<file path="src/rtl/irq_vec_pkg.sv">
package irq_vec_pkg;

  // Gating class of a flag slot.
  typedef enum logic [0:0] {
    GATE_MASKABLE = 1'b0,
    GATE_SEMI_NMI = 1'b1
  } gate_class_e;

  // Class of slot number s in a controller with n_levels slots.
  function automatic gate_class_e class_of_slot(input int unsigned s,
                                                input int unsigned n_levels);
    return (s == n_levels - 2) ? GATE_SEMI_NMI : GATE_MASKABLE;
  endfunction

endpackage

</file>
<file path="src/rtl/irq_slot_gate.sv">
module irq_slot_gate
  import irq_vec_pkg::*;
#(
  parameter int unsigned WIDTH = 8,
  parameter gate_class_e CLASS = GATE_MASKABLE
) (
  input  logic [WIDTH-1:0] flag_i,
  input  logic [WIDTH-1:0] en_i,
  input  logic             gie_i,
  output logic             req_o
);

  logic member_hit;
  logic gate_open;

  // Any flag whose own enable is set.
  assign member_hit = |(flag_i & en_i);

  // The semi-nonmaskable class bypasses the global enable.
  assign gate_open = gie_i | (CLASS == GATE_SEMI_NMI);

  assign req_o = member_hit & gate_open;

endmodule

</file>
<file path="src/rtl/irq_prio_pick.sv">
module irq_prio_pick #(
  parameter int unsigned N     = 16,
  parameter int unsigned IDX_W = $clog2(N)
) (
  input  logic [N-1:0]     req_i,
  output logic             any_o,
  output logic [IDX_W-1:0] idx_o
);

  // Scan upward so that the highest set bit is the last assignment.
  always_comb begin
    any_o = 1'b0;
    idx_o = '0;
    for (int i = 0; i < N; i++) begin
      if (req_i[i]) begin
        any_o = 1'b1;
        idx_o = IDX_W'(i);
      end
    end
  end

endmodule

</file>
<file path="src/rtl/irq_grant_ctrl.sv">
module irq_grant_ctrl #(
  parameter int unsigned N         = 16,
  parameter int unsigned IDX_W     = $clog2(N),
  parameter int unsigned TOP_LEVEL = N - 1
) (
  input  logic             clk,
  input  logic             rst_n,
  input  logic             any_i,
  input  logic [IDX_W-1:0] win_i,
  input  logic             ack_i,
  output logic             req_o,
  output logic [IDX_W-1:0] slot_o,
  output logic             done_o,
  output logic [N-1:0]     strobe_o
);

  localparam logic [IDX_W-1:0] TOP_IDX = IDX_W'(TOP_LEVEL);

  logic             req_q,    req_d;
  logic [IDX_W-1:0] slot_q,   slot_d;
  logic             slot_le;
  logic [N-1:0]     strobe_q, strobe_d;

  assign done_o = req_q & ack_i;

  // Next state: take a new winner when idle, hold until acknowledged,
  // and let only the top slot replace a grant that is being held.
  always_comb begin
    req_d    = req_q;
    slot_d   = slot_q;
    slot_le  = 1'b0;
    strobe_d = '0;
    if (req_q) begin
      if (ack_i) begin
        req_d = 1'b0;
        for (int i = 0; i < N; i++) begin
          strobe_d[i] = (slot_q == IDX_W'(i));
        end
      end else if (any_i && (win_i == TOP_IDX) && (slot_q != TOP_IDX)) begin
        slot_d  = TOP_IDX;
        slot_le = 1'b1;
      end
    end else if (any_i) begin
      req_d   = 1'b1;
      slot_d  = win_i;
      slot_le = 1'b1;
    end
  end

  always_ff @(posedge clk or negedge rst_n) begin
    if (!rst_n) begin
      req_q    <= 1'b0;
      slot_q   <= '0;
      strobe_q <= '0;
    end else begin
      req_q    <= req_d;
      strobe_q <= strobe_d;
      if (slot_le) begin
        slot_q <= slot_d;
      end
    end
  end

  assign req_o    = req_q;
  assign slot_o   = slot_q;
  assign strobe_o = strobe_q;

endmodule

</file>
<file path="src/rtl/irq_vector_ctrl.sv">
module irq_vector_ctrl
  import irq_vec_pkg::*;
#(
  parameter int unsigned      NUM_LEVELS = 16,
  parameter int unsigned      SLOT_FLAGS = 8,
  parameter int unsigned      RST_SRCS   = 3,
  parameter int unsigned      VEC_W      = 16,
  parameter logic [VEC_W-1:0] VEC_BASE   = 'hFFE0,
  localparam int unsigned     IDX_W      = $clog2(NUM_LEVELS),
  localparam int unsigned     FLAG_W     = (NUM_LEVELS - 1) * SLOT_FLAGS
) (
  input  logic              clk,
  input  logic              rst_n,
  input  logic [FLAG_W-1:0] flag_i,
  input  logic [RST_SRCS-1:0] rst_src_i,
  input  logic              en_we_i,
  input  logic [FLAG_W-1:0] en_wdata_i,
  input  logic              gie_we_i,
  input  logic              gie_wdata_i,
  output logic              gie_o,
  output logic              irq_req_o,
  output logic [IDX_W-1:0]  irq_slot_o,
  output logic [VEC_W-1:0]  irq_vec_o,
  input  logic              irq_ack_i,
  output logic [NUM_LEVELS-1:0] slot_ack_o
);

  localparam int unsigned      MASK_LEVELS = NUM_LEVELS - 1;
  localparam int unsigned      TOP_LEVEL   = NUM_LEVELS - 1;
  localparam logic [IDX_W-1:0] TOP_IDX     = IDX_W'(TOP_LEVEL);

  // Enable state and the boot request.
  logic              gie_q,  gie_d;
  logic [FLAG_W-1:0] en_q,   en_d;
  logic              boot_q, boot_d;

  // Arbitration.
  logic [NUM_LEVELS-1:0] slot_req;
  logic                  pick_any;
  logic [IDX_W-1:0]      pick_idx;
  logic                  grant_done;
  logic                  top_done;

  // One gate per flag slot; the class comes from the slot number.
  for (genvar s = 0; s < MASK_LEVELS; s++) begin : g_slot
    irq_slot_gate #(
      .WIDTH (SLOT_FLAGS),
      .CLASS (class_of_slot(s, NUM_LEVELS))
    ) u_gate (
      .flag_i (flag_i[s*SLOT_FLAGS +: SLOT_FLAGS]),
      .en_i   (en_q[s*SLOT_FLAGS +: SLOT_FLAGS]),
      .gie_i  (gie_q),
      .req_o  (slot_req[s])
    );
  end

  // The reset slot ignores every enable.
  assign slot_req[TOP_LEVEL] = boot_q | (|rst_src_i);

  irq_prio_pick #(
    .N     (NUM_LEVELS),
    .IDX_W (IDX_W)
  ) u_pick (
    .req_i (slot_req),
    .any_o (pick_any),
    .idx_o (pick_idx)
  );

  irq_grant_ctrl #(
    .N         (NUM_LEVELS),
    .IDX_W     (IDX_W),
    .TOP_LEVEL (TOP_LEVEL)
  ) u_grant (
    .clk      (clk),
    .rst_n    (rst_n),
    .any_i    (pick_any),
    .win_i    (pick_idx),
    .ack_i    (irq_ack_i),
    .req_o    (irq_req_o),
    .slot_o   (irq_slot_o),
    .done_o   (grant_done),
    .strobe_o (slot_ack_o)
  );

  assign top_done = grant_done & (irq_slot_o == TOP_IDX);

  // Next state of the enables: software writes first, then an
  // acknowledge overrides them.
  always_comb begin
    gie_d  = gie_we_i ? gie_wdata_i : gie_q;
    en_d   = en_we_i  ? en_wdata_i  : en_q;
    boot_d = boot_q;
    if (grant_done) begin
      gie_d = 1'b0;
    end
    if (top_done) begin
      en_d   = '0;
      boot_d = 1'b0;
    end
  end

  always_ff @(posedge clk or negedge rst_n) begin
    if (!rst_n) begin
      gie_q  <= 1'b0;
      en_q   <= '0;
      boot_q <= 1'b1;
    end else begin
      gie_q  <= gie_d;
      en_q   <= en_d;
      boot_q <= boot_d;
    end
  end

  assign gie_o     = gie_q;
  assign irq_vec_o = VEC_BASE + (VEC_W'(irq_slot_o) << 1);

endmodule

</file>
<file path="config.mk">
export PLATFORM = sky130hd
export DESIGN_NAME = irq_vector_ctrl
export DESIGN_NICKNAME = d
export VERILOG_FILES = /design/src/rtl/irq_vec_pkg.sv /design/src/rtl/irq_slot_gate.sv /design/src/rtl/irq_prio_pick.sv /design/src/rtl/irq_grant_ctrl.sv /design/src/rtl/irq_vector_ctrl.sv
export SDC_FILE = /design/constraint.sdc
export NUM_CORES = 1
export LEC_CHECK = 0
export BUFFER_PORTS_ARGS = -buffer_cell sky130_fd_sc_hd__buf_2
export CAP_MARGIN = 15
export CELL_PAD_IN_SITES_DETAIL_PLACEMENT = 1
export CELL_PAD_IN_SITES_GLOBAL_PLACEMENT = 1
export CORE_MARGIN = 8
export CORE_UTILIZATION = 32
export CTS_CLUSTER_SIZE = 28
export DETAILED_ROUTE_END_ITERATION = 10
export PLACE_DENSITY_LB_ADDON = 0.1
export SETUP_SLACK_MARGIN = 0.02
export SLEW_MARGIN = 20
export SYNTH_ARGS = -nofsm -noshare
export SYNTH_HDL_FRONTEND = slang
export SYNTH_SLANG_ARGS = --single-unit
</file>
<file path="constraint.sdc">
create_clock -name clk -period 1.9 [get_ports clk]
set_clock_uncertainty 0.1 [all_clocks]
set_input_delay 0.095 -clock clk [delete_from_list [all_inputs] [get_ports clk]]
set_output_delay 0.095 -clock clk [all_outputs]
set_load 0.05 [all_outputs]
</file>
==> flow_metrics.env, run 1 <==
export IMPL_r2r_worst_path_cells=7
export IMPL_yosysSeqAreaShare_pct=54.61
export IMPL_fin_crit_ns=2.097
export IMPL_slew_violations=0
export IMPL_port_buffers=274
export IMPL_failed_checks="setup timing"
export IMPL_synth_edf_count=0
export IMPL_worst_path_max_fanout=7
export IMPL_powerDensity_nw_per_um2=831.3
export IMPL_worstReg2RegStart="en_q[80]"
export IMPL_synth_area_leaders="dfrtp_1 54%, mux2i_1 18%, nor2_1 7.8%"
export IMPL_wl_per_cell_um=19.26
export IMPL_fin_crit_sh_pct=110.3
export IMPL_die_area_sq_um=25320
export IMPL_nets=1245
export IMPL_yosysTopAreaCell="dfrtp_1"
export IMPL_io_pins=287
export IMPL_gp_congestion=0.8344
export IMPL_dr_first_iter_drc_count=187
export IMPL_nFillCells=2271
export IMPL_cts_buffers=17
export IMPL_antenna_left=0
export IMPL_antenna_found_initial=8
export IMPL_grt_pass1_vias=7339
export IMPL_num_rows=52
export IMPL_die_w_um=159.1
export IMPL_yosysTopAreaCellShare_pct=54.21
export IMPL_overflow=0
export IMPL_hold_violations=0
export IMPL_fmax_mhz=477.0
export IMPL_hp_class="in -> async"
export IMPL_rsz0062_at_grt="yes"
export IMPL_cts_root_buf="clkbuf_16"
export IMPL_track_usage_pct=19.60
export IMPL_reg2reg_slack_ns=-0.20
export IMPL_p_total_mw=8.664
export IMPL_tritoncts="yes"
export IMPL_synth_cell_types=42
export IMPL_layout_setup_ws_ns=-0.1965
export IMPL_area_delta_synth_final_pct=59.00
export IMPL_dpl_hpwl_um=18020
export IMPL_cts_buffer_depth=2
export IMPL_layout_drive_gt1_share_pct=38.65
export IMPL_run_status="finished with violations"
export IMPL_worst_ep_required_time_ns=2.08
export IMPL_synth_seq_cells=143
export IMPL_async_flop_share_pct=100.0
export IMPL_routed_wl_um=24740
export IMPL_synth_area_sq_um=6555
export IMPL_start_util_pct=32.50
export IMPL_end_kind="flip-flop"
export IMPL_p_leak_nw=5.199
export IMPL_synth_avg_cell_area_sq_um=11.38
export IMPL_vias_per_cell=4.786
export IMPL_crit_type="reg -> reg"
export IMPL_yosysWarnings=0
export IMPL_startpoint="en_q[80]"
export IMPL_drv_cap=0
export IMPL_vias=6145
export IMPL_die_h_um=159.1
export IMPL_crit_arrival_ns=2.28
export IMPL_syn_inst=576
export IMPL_coreArea_sq_um=20170
export IMPL_ir_drop_v=0.0005521
export IMPL_yosys_top_cells_count="142 x dfrtp_1, 137 x nor2_1, 121 x mux2i_1, 51 x a22oi_1, 24 x clkbuf_1"
export IMPL_start_kind="flip-flop"
export IMPL_dp_slack_ns=-0.3200
export IMPL_synth_main_ff_cell="dfrtp_1"
export IMPL_setup_viol_count_final=5
export IMPL_clkTransAtPathRegs_ns=0.07
export IMPL_cts_sinks=143
export IMPL_grt_pass1_wl_um=39780
export IMPL_cts_max_level=4
export IMPL_timing_rr_end="u_grant.slot_o[3]"
export IMPL_drc=0
export IMPL_clk_latency_ns=0.42
export IMPL_endpoint="u_grant.slot_o[3]"
export IMPL_yosysMostFrequentCell="dfrtp_1"
export IMPL_grt_start_max_net_pins=52
export IMPL_firstDrtPassIters=4
[critical path, stage by stage, from the launching register on]
cell and delay [ns]:
dfrtp_1 0.38, a22oi_1 0.26, a41oi_2 0.25, a2111oi_2 0.32, buf_4 0.18, a41oi_4 0.17
nor3_1 0.25, a21oi_2 0.05
[logic make-up after synthesis]
group,synth area share (%)
multiplexers,18.48
buffers and inverters,3.665
AO/OA/AOI/OAI,11.49
AND/OR/NAND/NOR,11.64
other,0.1146
flip-flops,54.61
[routing by layer]
| layer | routed length (um) | global-route usage (%) | vias up |
|---|---|---|---|
| met3 | 1360 | 5.765 | 40 |
| met4 | 459 | 6.861 | 6 |
| met1 | 10300 | 22.59 | 3005 |
| met2 | 12580 | 34.09 | 203 |
| met5 | 30 | 0 | - |
| li1 | - | - | 2891 |
[cells in the final DEF, fill, tap and decap left out, types with 2 or more instances in the layout]
cell / n
inv_6: 3
a21oi_1: 7
nand4_1: 12
dfrtp_2: 5
a41oi_2: 3
o21ai_0: 2
buf_12: 8
buf_4: 29
nor3_1: 7
conb_1: 12
nand2b_1: 3
mux2i_1: 120
a22oi_1: 38
diode_2: 5
a41o_2: 2
nor2_1: 136
buf_6: 3
a22oi_2: 22
clkinvlp_4: 6
buf_2: 272
and4_1: 2
dlygate4sd3_1: 123
clkbuf_1: 3
bufinv_16: 2
dfrtp_1: 136
nor4_1: 2
clkbuf_16: 17
nand2_1: 5
[what timing repair did]
item / 4_1_cts / 5_1_grt
resized for setup: 14 / 8
setup endpoints to repair: 5 / 6
hold endpoints to repair: 264 / 0
pin swaps: 13 / 3
hold buffers: 123 / 0
setup buffers: 3 / 0
cloned: 0 / 0
[power breakdown]
part | switching [mW] | internal, mW | total [mW] | leakage, nW
combinational | 0.906 | 0.888 | 1.79 | 3.12
clock | 1.34 | 1.94 | 3.28 | 0.260
sequential | 0.217 | 3.37 | 3.59 | 1.82
[area by class of cell]
cell class,count,area [sq um],area share [%]
well taps,270,337.8,3.241
flip-flops and latches,143,3590,34.44
repair buffers,435,3004,28.82
clock inverters,12,136.4,1.309
diodes,5,12.51,0.1200
multi-input cells,397,2895,27.78
inverters,2,10.01,0.09604
clock buffers,20,436.7,4.190
[flip-flops by register name, indices dropped and copies added, names as in the netlist]
register          cells
boot_q                1
en_q                120
gie_o                 1
u_grant.req_o         1
u_grant.slot_o        4
u_grant.strobe_o     16
[worst min path at each step]
stage | slack, ns | to | from | depth (start not counted)
2_1_floorplan | -0.30 | en_q[0] | rst_n | 0
3_3_place_gp | -0.10 | en_q[57] | rst_n | 1
3_5_place_dp | -0.1 | en_q[63] | rst_n | 1
4_1_cts | 0.02 | en_q[63] | rst_n | 2
6_report | 0.01 | en_q[63] | rst_n | 2
5_1_grt | 0.02 | en_q[63] | rst_n | 2
[through the flow]
step	hold slack (ns)	utilization, %	instances	area (sq um)	setup TNS, ns
6_report	0.01154	51.67	1284	10420	-0.8232
3_5_place_dp	-0.09991	41.97	1121	8464	-1.299
4_1_cts	0.01657	51.40	1279	10370	-0.7596
2_1_floorplan	-0.3006	-	586	6603	-3.602
3_3_place_gp	-0.1019	41.97	1121	8464	-1.087
5_1_grt	0.01557	51.67	1284	10420	-1.538
Power figures use the tool's default switching activity.
==> inputs of run 2 (changes only) <==
CORE_MARGIN = not set   (was 8)
PLACE_DENSITY_LB_ADDON = 0.05   (was 0.1)
==> run 2 against run 1 <==
The run still ends with setup timing left. Sequential power barely moved. Routed wire length shrank 5.4%. Fmax rose by 0.27%. Combinational power up 3%. Critical path depth down 1. Final cell count decreased by 0.16%. Clock power is 3% higher. Total power rose by 1.7%. First-iteration DRC count is 25% lower. Die area decreased by 17%. Sequential cell count unchanged. Cell area increased by 0.98%. Highest routed layer is now met4.
==> flow_metrics.env, run 2 (synthesized netlist as in run 1, its figures left out) <==
export IMPL_min_from="en_we_i"
export IMPL_crit_type="reg -> reg"
export IMPL_ir_drop_v=0.0006823
export IMPL_cp_slowest_cell="dfrtp_1"
export IMPL_dpl_hpwl_um=16440
export IMPL_cts_sinks=143
export IMPL_p_total_mw=8.812
export IMPL_drv_cap=0
export IMPL_nFillCells=2227
export IMPL_clkTransAtPathRegs_ns=0.06
export IMPL_fmax_mhz=478.2
export IMPL_fin_crit_sh_pct=110.1
export IMPL_nets=1250
export IMPL_grt_pass1_vias=7134
export IMPL_die_area_sq_um=21060
export IMPL_antenna_left=0
export IMPL_end_kind="flip-flop"
export IMPL_layout_setup_ws_ns=-0.1910
export IMPL_holdWs_ns=0.03788
export IMPL_reg2reg_slack_ns=-0.19
export IMPL_port_buffers=274
export IMPL_slew_violations=0
export IMPL_cpPeakStageDelay_ns=0.39
export IMPL_vias_per_cell=4.805
export IMPL_dpl_cell_count=1119
export IMPL_final_common_cell="buf_2"
export IMPL_die_h_um=145.1
export IMPL_p_leak_nw=5.248
export IMPL_startpoint="en_q[57]"
export IMPL_antenna_found_initial=3
export IMPL_layout_common_cells="272 x buf_2, 136 x dfrtp_1, 135 x nor2_1"
export IMPL_cts_root_buf="clkbuf_16"
export IMPL_design_area_sq_um=10530
export IMPL_tritoncts="yes"
export IMPL_overflow=0
export IMPL_worstHoldEndpoint="en_q[116]"
export IMPL_clk_latency_ns=0.43
export IMPL_tns_ns=-0.8181
export IMPL_final_util_pct=53.21
export IMPL_rsz0062_at_grt="yes"
export IMPL_hold_violations=0
export IMPL_grt_start_max_net_pins=73
export IMPL_gp_congestion=0.8192
export IMPL_grt_pass1_wl_um=37470
export IMPL_wl_per_cell_um=18.24
export IMPL_area_delta_synth_final_pct=60.57
export IMPL_vias=6160
export IMPL_io_pins=287
export IMPL_routed_wl_um=23390
export IMPL_cts_buffers=17
export IMPL_powerDensity_nw_per_um2=837.3
export IMPL_setup_viol_count_final=5
export IMPL_cts_max_level=4
export IMPL_placed_cell_area_sq_um=8468
export IMPL_coreArea_sq_um=19780
export IMPL_hp_class="in -> reg"
export IMPL_track_usage_pct=22.86
export IMPL_dp_slack_ns=-0.3902
export IMPL_holdPathStages=3
export IMPL_worst_path_max_fanout=8
export IMPL_path_cells="a22oi_1, nand4_1, buf_4, o41ai_4, a41oi_4, o31a_1"
export IMPL_layout_drive_gt1_share_pct=40.34
export IMPL_timing_rr_end="u_grant.slot_o[2]"
export IMPL_run_status="finished with violations"
export IMPL_start_util_pct=33.14
export IMPL_dr_first_iter_drc_count=140
export IMPL_cts_buffer_depth=2
export IMPL_r2r_worst_path_cells=6
export IMPL_largest_reg_flops=120
export IMPL_num_rows=51
export IMPL_fin_crit_ns=2.091
export IMPL_largest_register="en_q"
export IMPL_worst_ep_required_time_ns=2.11
export IMPL_failed_checks="setup timing"
export IMPL_start_kind="flip-flop"
export IMPL_firstDrtPassIters=4
export IMPL_die_w_um=145.1
export IMPL_finalNonFillerCells=1282
export IMPL_worstReg2RegStart="en_q[57]"
export IMPL_crit_arrival_ns=2.30
export IMPL_drc=0
-- run 2: cell count changes in the layout (fill, tap and decap cells not counted), sizes merged --
| cell | delta |
|---|---|
| buf | +5 |
| bufinv | -1 |
| clkbuf | +2 |
| clkinv | +1 |
| clkinvlp | -2 |
| diode | -2 |
-- run 2: timing repair --
action / 4_1_cts / 5_1_grt
resized for setup: 17 / 18
endpoints found under the setup margin: 5 / 5
cloned: 0 / 0
hold buffers: 123 / 0
pin swaps: 13 / 9
buffers inserted: 2 / 3
hold endpoints to repair: 265 / 0
-- run 2: power breakdown --
| part | internal, mW | switching (mW) | total (mW) |
|---|---|---|---|
| combinational | 0.918 | 0.927 | 1.85 |
| clock | 1.99 | 1.38 | 3.37 |
| sequential | 3.37 | 0.223 | 3.59 |
-- run 2: cell type report --
cell class / instances / area [sq um] / area share [%]
flip-flops and latches: 143 / 3590 / 34.11
repair buffers: 440 / 3025 / 28.74
multi-input cells: 397 / 2967 / 28.19
clock buffers: 22 / 494.2 / 4.696
well taps: 265 / 331.6 / 3.150
clock inverters: 10 / 100.1 / 0.9510
inverters: 2 / 10.01 / 0.09510
diodes: 3 / 7.507 / 0.07133
-- run 2: worst max-delay path, delay by kind of cell (launching register included) --
kind            cells  cell delay, ns
simple gates        1            0.22
compound gates      4            1.05
buf+inv             1            0.22
flops               1            0.39
-- run 2: worst max path at each step --
stage / depth (start not counted) / end / slack (ns)
3_5_place_dp: 6 / u_grant.slot_o[1] / -0.39
6_report: 6 / u_grant.slot_o[2] / -0.19
5_1_grt: 7 / u_grant.slot_o[0] / -0.27
4_1_cts: 6 / u_grant.slot_o[2] / -0.23
2_1_floorplan: 6 / en_q[0] / -0.06
3_3_place_gp: 6 / u_grant.slot_o[2] / -0.27
-- run 2: layer usage --
metal / share of wire (%) / up-vias / GRT usage (%)
met5: 0 / - / 0
met1: 42 / 3005 / 27.14
li1: - / 2901 / -
met3: 5.2 / 36 / 5.252
met4: 2.0 / 0 / 8.368
met2: 51 / 218 / 40.12
==> inputs of run 3 (changes only) <==
PLACE_DENSITY_LB_ADDON = 0.12   (was 0.05)
==> run 3 against run 2 <==
First-iteration DRC count up 4.3%. Critical path type unchanged. Sequential cell count is the same. Highest routed layer unchanged. The run still ends with setup timing left. Die area unchanged. Critical endpoint unchanged. Global-route usage is 0.080 points lower. Sequential share of layout area up 0.25 points. Cell area decreased by 0.72%. Total power fell by 0.17%. Non-clock buffer count unchanged. Routed wire length shrank 1.3%. Final cell count decreased by 0.23%. Via count up 0.80%.
==> flow_metrics.env, run 3 (synthesized netlist as in run 1, its figures left out) <==
export IMPL_timing_rr_end="u_grant.slot_o[2]"
export IMPL_gp_congestion=0.8388
export IMPL_worst_ep_required_time_ns=2.09
export IMPL_vias=6209
export IMPL_wl_met2_um=12020
export IMPL_path_buf_inv=1
export IMPL_track_usage_pct=22.78
export IMPL_slew_violations=0
export IMPL_tns_ns=-0.6864
export IMPL_port_buffers=274
export IMPL_run_status="finished with violations"
export IMPL_setup_viol_count_final=5
export IMPL_clkTransAtPathRegs_ns=0.06
export IMPL_hp_class="in -> async"
export IMPL_clk_latency_ns=0.41
export IMPL_fmax_mhz=480.9
export IMPL_die_w_um=145.1
export IMPL_vias_per_cell=4.855
export IMPL_powerDensity_nw_per_um2=842.0
export IMPL_cts_sinks=143
export IMPL_wl_met1_um=9359
export IMPL_layout_setup_ws_ns=-0.1793
export IMPL_worst_path_max_fanout=8
export IMPL_drc=0
export IMPL_area_delta_synth_final_pct=59.40
export IMPL_antenna_found_initial=2
export IMPL_r2r_worst_path_cells=6
export IMPL_final_common_cell="buf_2"
export IMPL_cts_buffer_depth=2
export IMPL_routed_wl_um=23080
export IMPL_end_kind="flip-flop"
export IMPL_critPathTopFamily="compound AO/OA/AOI/OAI gates"
export IMPL_path_cells="a22oi_2, nand4_1, a2111oi_2, buf_4, a41oi_4, o31a_1"
export IMPL_holdWs_ns=0.07394
export IMPL_grt_start_max_net_pins=61
export IMPL_overflow=0
export IMPL_reg2reg_slack_ns=-0.18
export IMPL_ir_drop_v=0.0006040
export IMPL_nFillCells=2200
export IMPL_worstReg2RegStart="en_q[64]"
export IMPL_start_util_pct=33.14
export IMPL_hold_violations=0
export IMPL_cpPeakStageDelay_ns=0.40
export IMPL_crit_type="reg -> reg"
export IMPL_largest_register="en_q"
export IMPL_grt_pass1_wl_um=37730
export IMPL_firstDrtPassIters=4
export IMPL_drv_cap=0
export IMPL_failed_checks="setup timing"
export IMPL_grt_pass1_vias=7183
export IMPL_dr_wl_met3_um=1206
export IMPL_coreArea_sq_um=19780
export IMPL_num_rows=51
export IMPL_wl_per_cell_um=18.04
export IMPL_cp_slowest_cell="dfrtp_1"
export IMPL_routed_top_layer="met4"
export IMPL_layout_common_cells="272 x buf_2, 136 x nor2_1, 136 x dfrtp_1"
export IMPL_cts_buffers=17
export IMPL_p_leak_nw=5.253
export IMPL_cts_max_level=4
export IMPL_cts_root_buf="clkbuf_16"
export IMPL_nets=1250
export IMPL_fin_crit_sh_pct=109.4
export IMPL_tritoncts="yes"
export IMPL_rsz0062_at_grt="yes"
export IMPL_dpl_hpwl_um=16370
export IMPL_fin_crit_ns=2.079
export IMPL_start_kind="flip-flop"
export IMPL_die_h_um=145.1
export IMPL_largest_reg_flops=120
export IMPL_crit_arrival_ns=2.27
export IMPL_layout_drive_gt1_share_pct=38.40
export IMPL_io_pins=287
export IMPL_antenna_left=0
export IMPL_die_area_sq_um=21060
export IMPL_dp_slack_ns=-0.3160
export IMPL_dr_first_iter_drc_count=146
[run 3: worst max path at each step]
| stage | startpoint | endpoint | slack, ns | cells after the start |
|---|---|---|---|---|
| after floorplan | u_grant.slot_o[3] | en_q[0] | -0.06 | 6 |
| after global placement | en_q[18] | u_grant.slot_o[2] | -0.26 | 6 |
| after detailed placement | en_q[64] | u_grant.slot_o[2] | -0.32 | 6 |
| after CTS | en_q[65] | u_grant.slot_o[2] | -0.18 | 6 |
| after global routing | en_q[64] | u_grant.slot_o[2] | -0.27 | 6 |
| final | en_q[64] | u_grant.slot_o[2] | -0.18 | 6 |
[run 3: cell type report]
class | count | area, sq um | share of cell area (%)
clock buffer | 21 | 460.4 | 4.407
timing repair buffer | 440 | 3053 | 29.22
tap | 265 | 331.6 | 3.173
antenna | 1 | 2.502 | 0.02395
clock inverter | 10 | 137.6 | 1.317
sequential | 143 | 3590 | 34.36
inverter | 2 | 10.01 | 0.09580
multi-input combinational | 397 | 2864 | 27.41
[run 3: metrics by stage]
step / std cells / area, sq um / power (mW) / utilization (%)
2_1_floorplan: 586 / 6603 / 4.416 / -
3_3_place_gp: 1122 / 8516 / 5.138 / 43.05
3_5_place_dp: 1122 / 8516 / 5.210 / 43.05
4_1_cts: 1278 / 10430 / 8.877 / 52.71
5_1_grt: 1279 / 10450 / 9.242 / 52.82
6_report: 1279 / 10450 / 8.797 / 52.82
[run 3: worst reg2reg max path, cell delays in order, from the launching register on]
cell and delay, ns:
dfrtp_1 0.40, a22oi_2 0.18, nand4_1 0.24, a2111oi_2 0.37, buf_4 0.19, a41oi_4 0.19
o31a_1 0.30
[run 3: repair_timing]
| action | 4_1_cts | 5_1_grt |
|---|---|---|
| buffers inserted | 1 | 0 |
| resized for setup | 10 | 4 |
| pin swaps | 8 | 2 |
| setup endpoints to repair | 5 | 5 |
| endpoints found under the hold margin | 265 | 0 |
| hold buffers | 124 | 0 |
[run 3: where the power goes]
group | switching (mW) | internal, mW
logic | 0.905 | 0.906
registers | 0.214 | 3.37
clock network | 1.28 | 2.12
[run 3: per-layer routing]
metal | track usage, % | vias to the layer above
met5 | 0 | -
met4 | 8.263 | 0
met3 | 5.157 | 36
met2 | 40.82 | 210
met1 | 26.42 | 3056
li1 | - | 2907
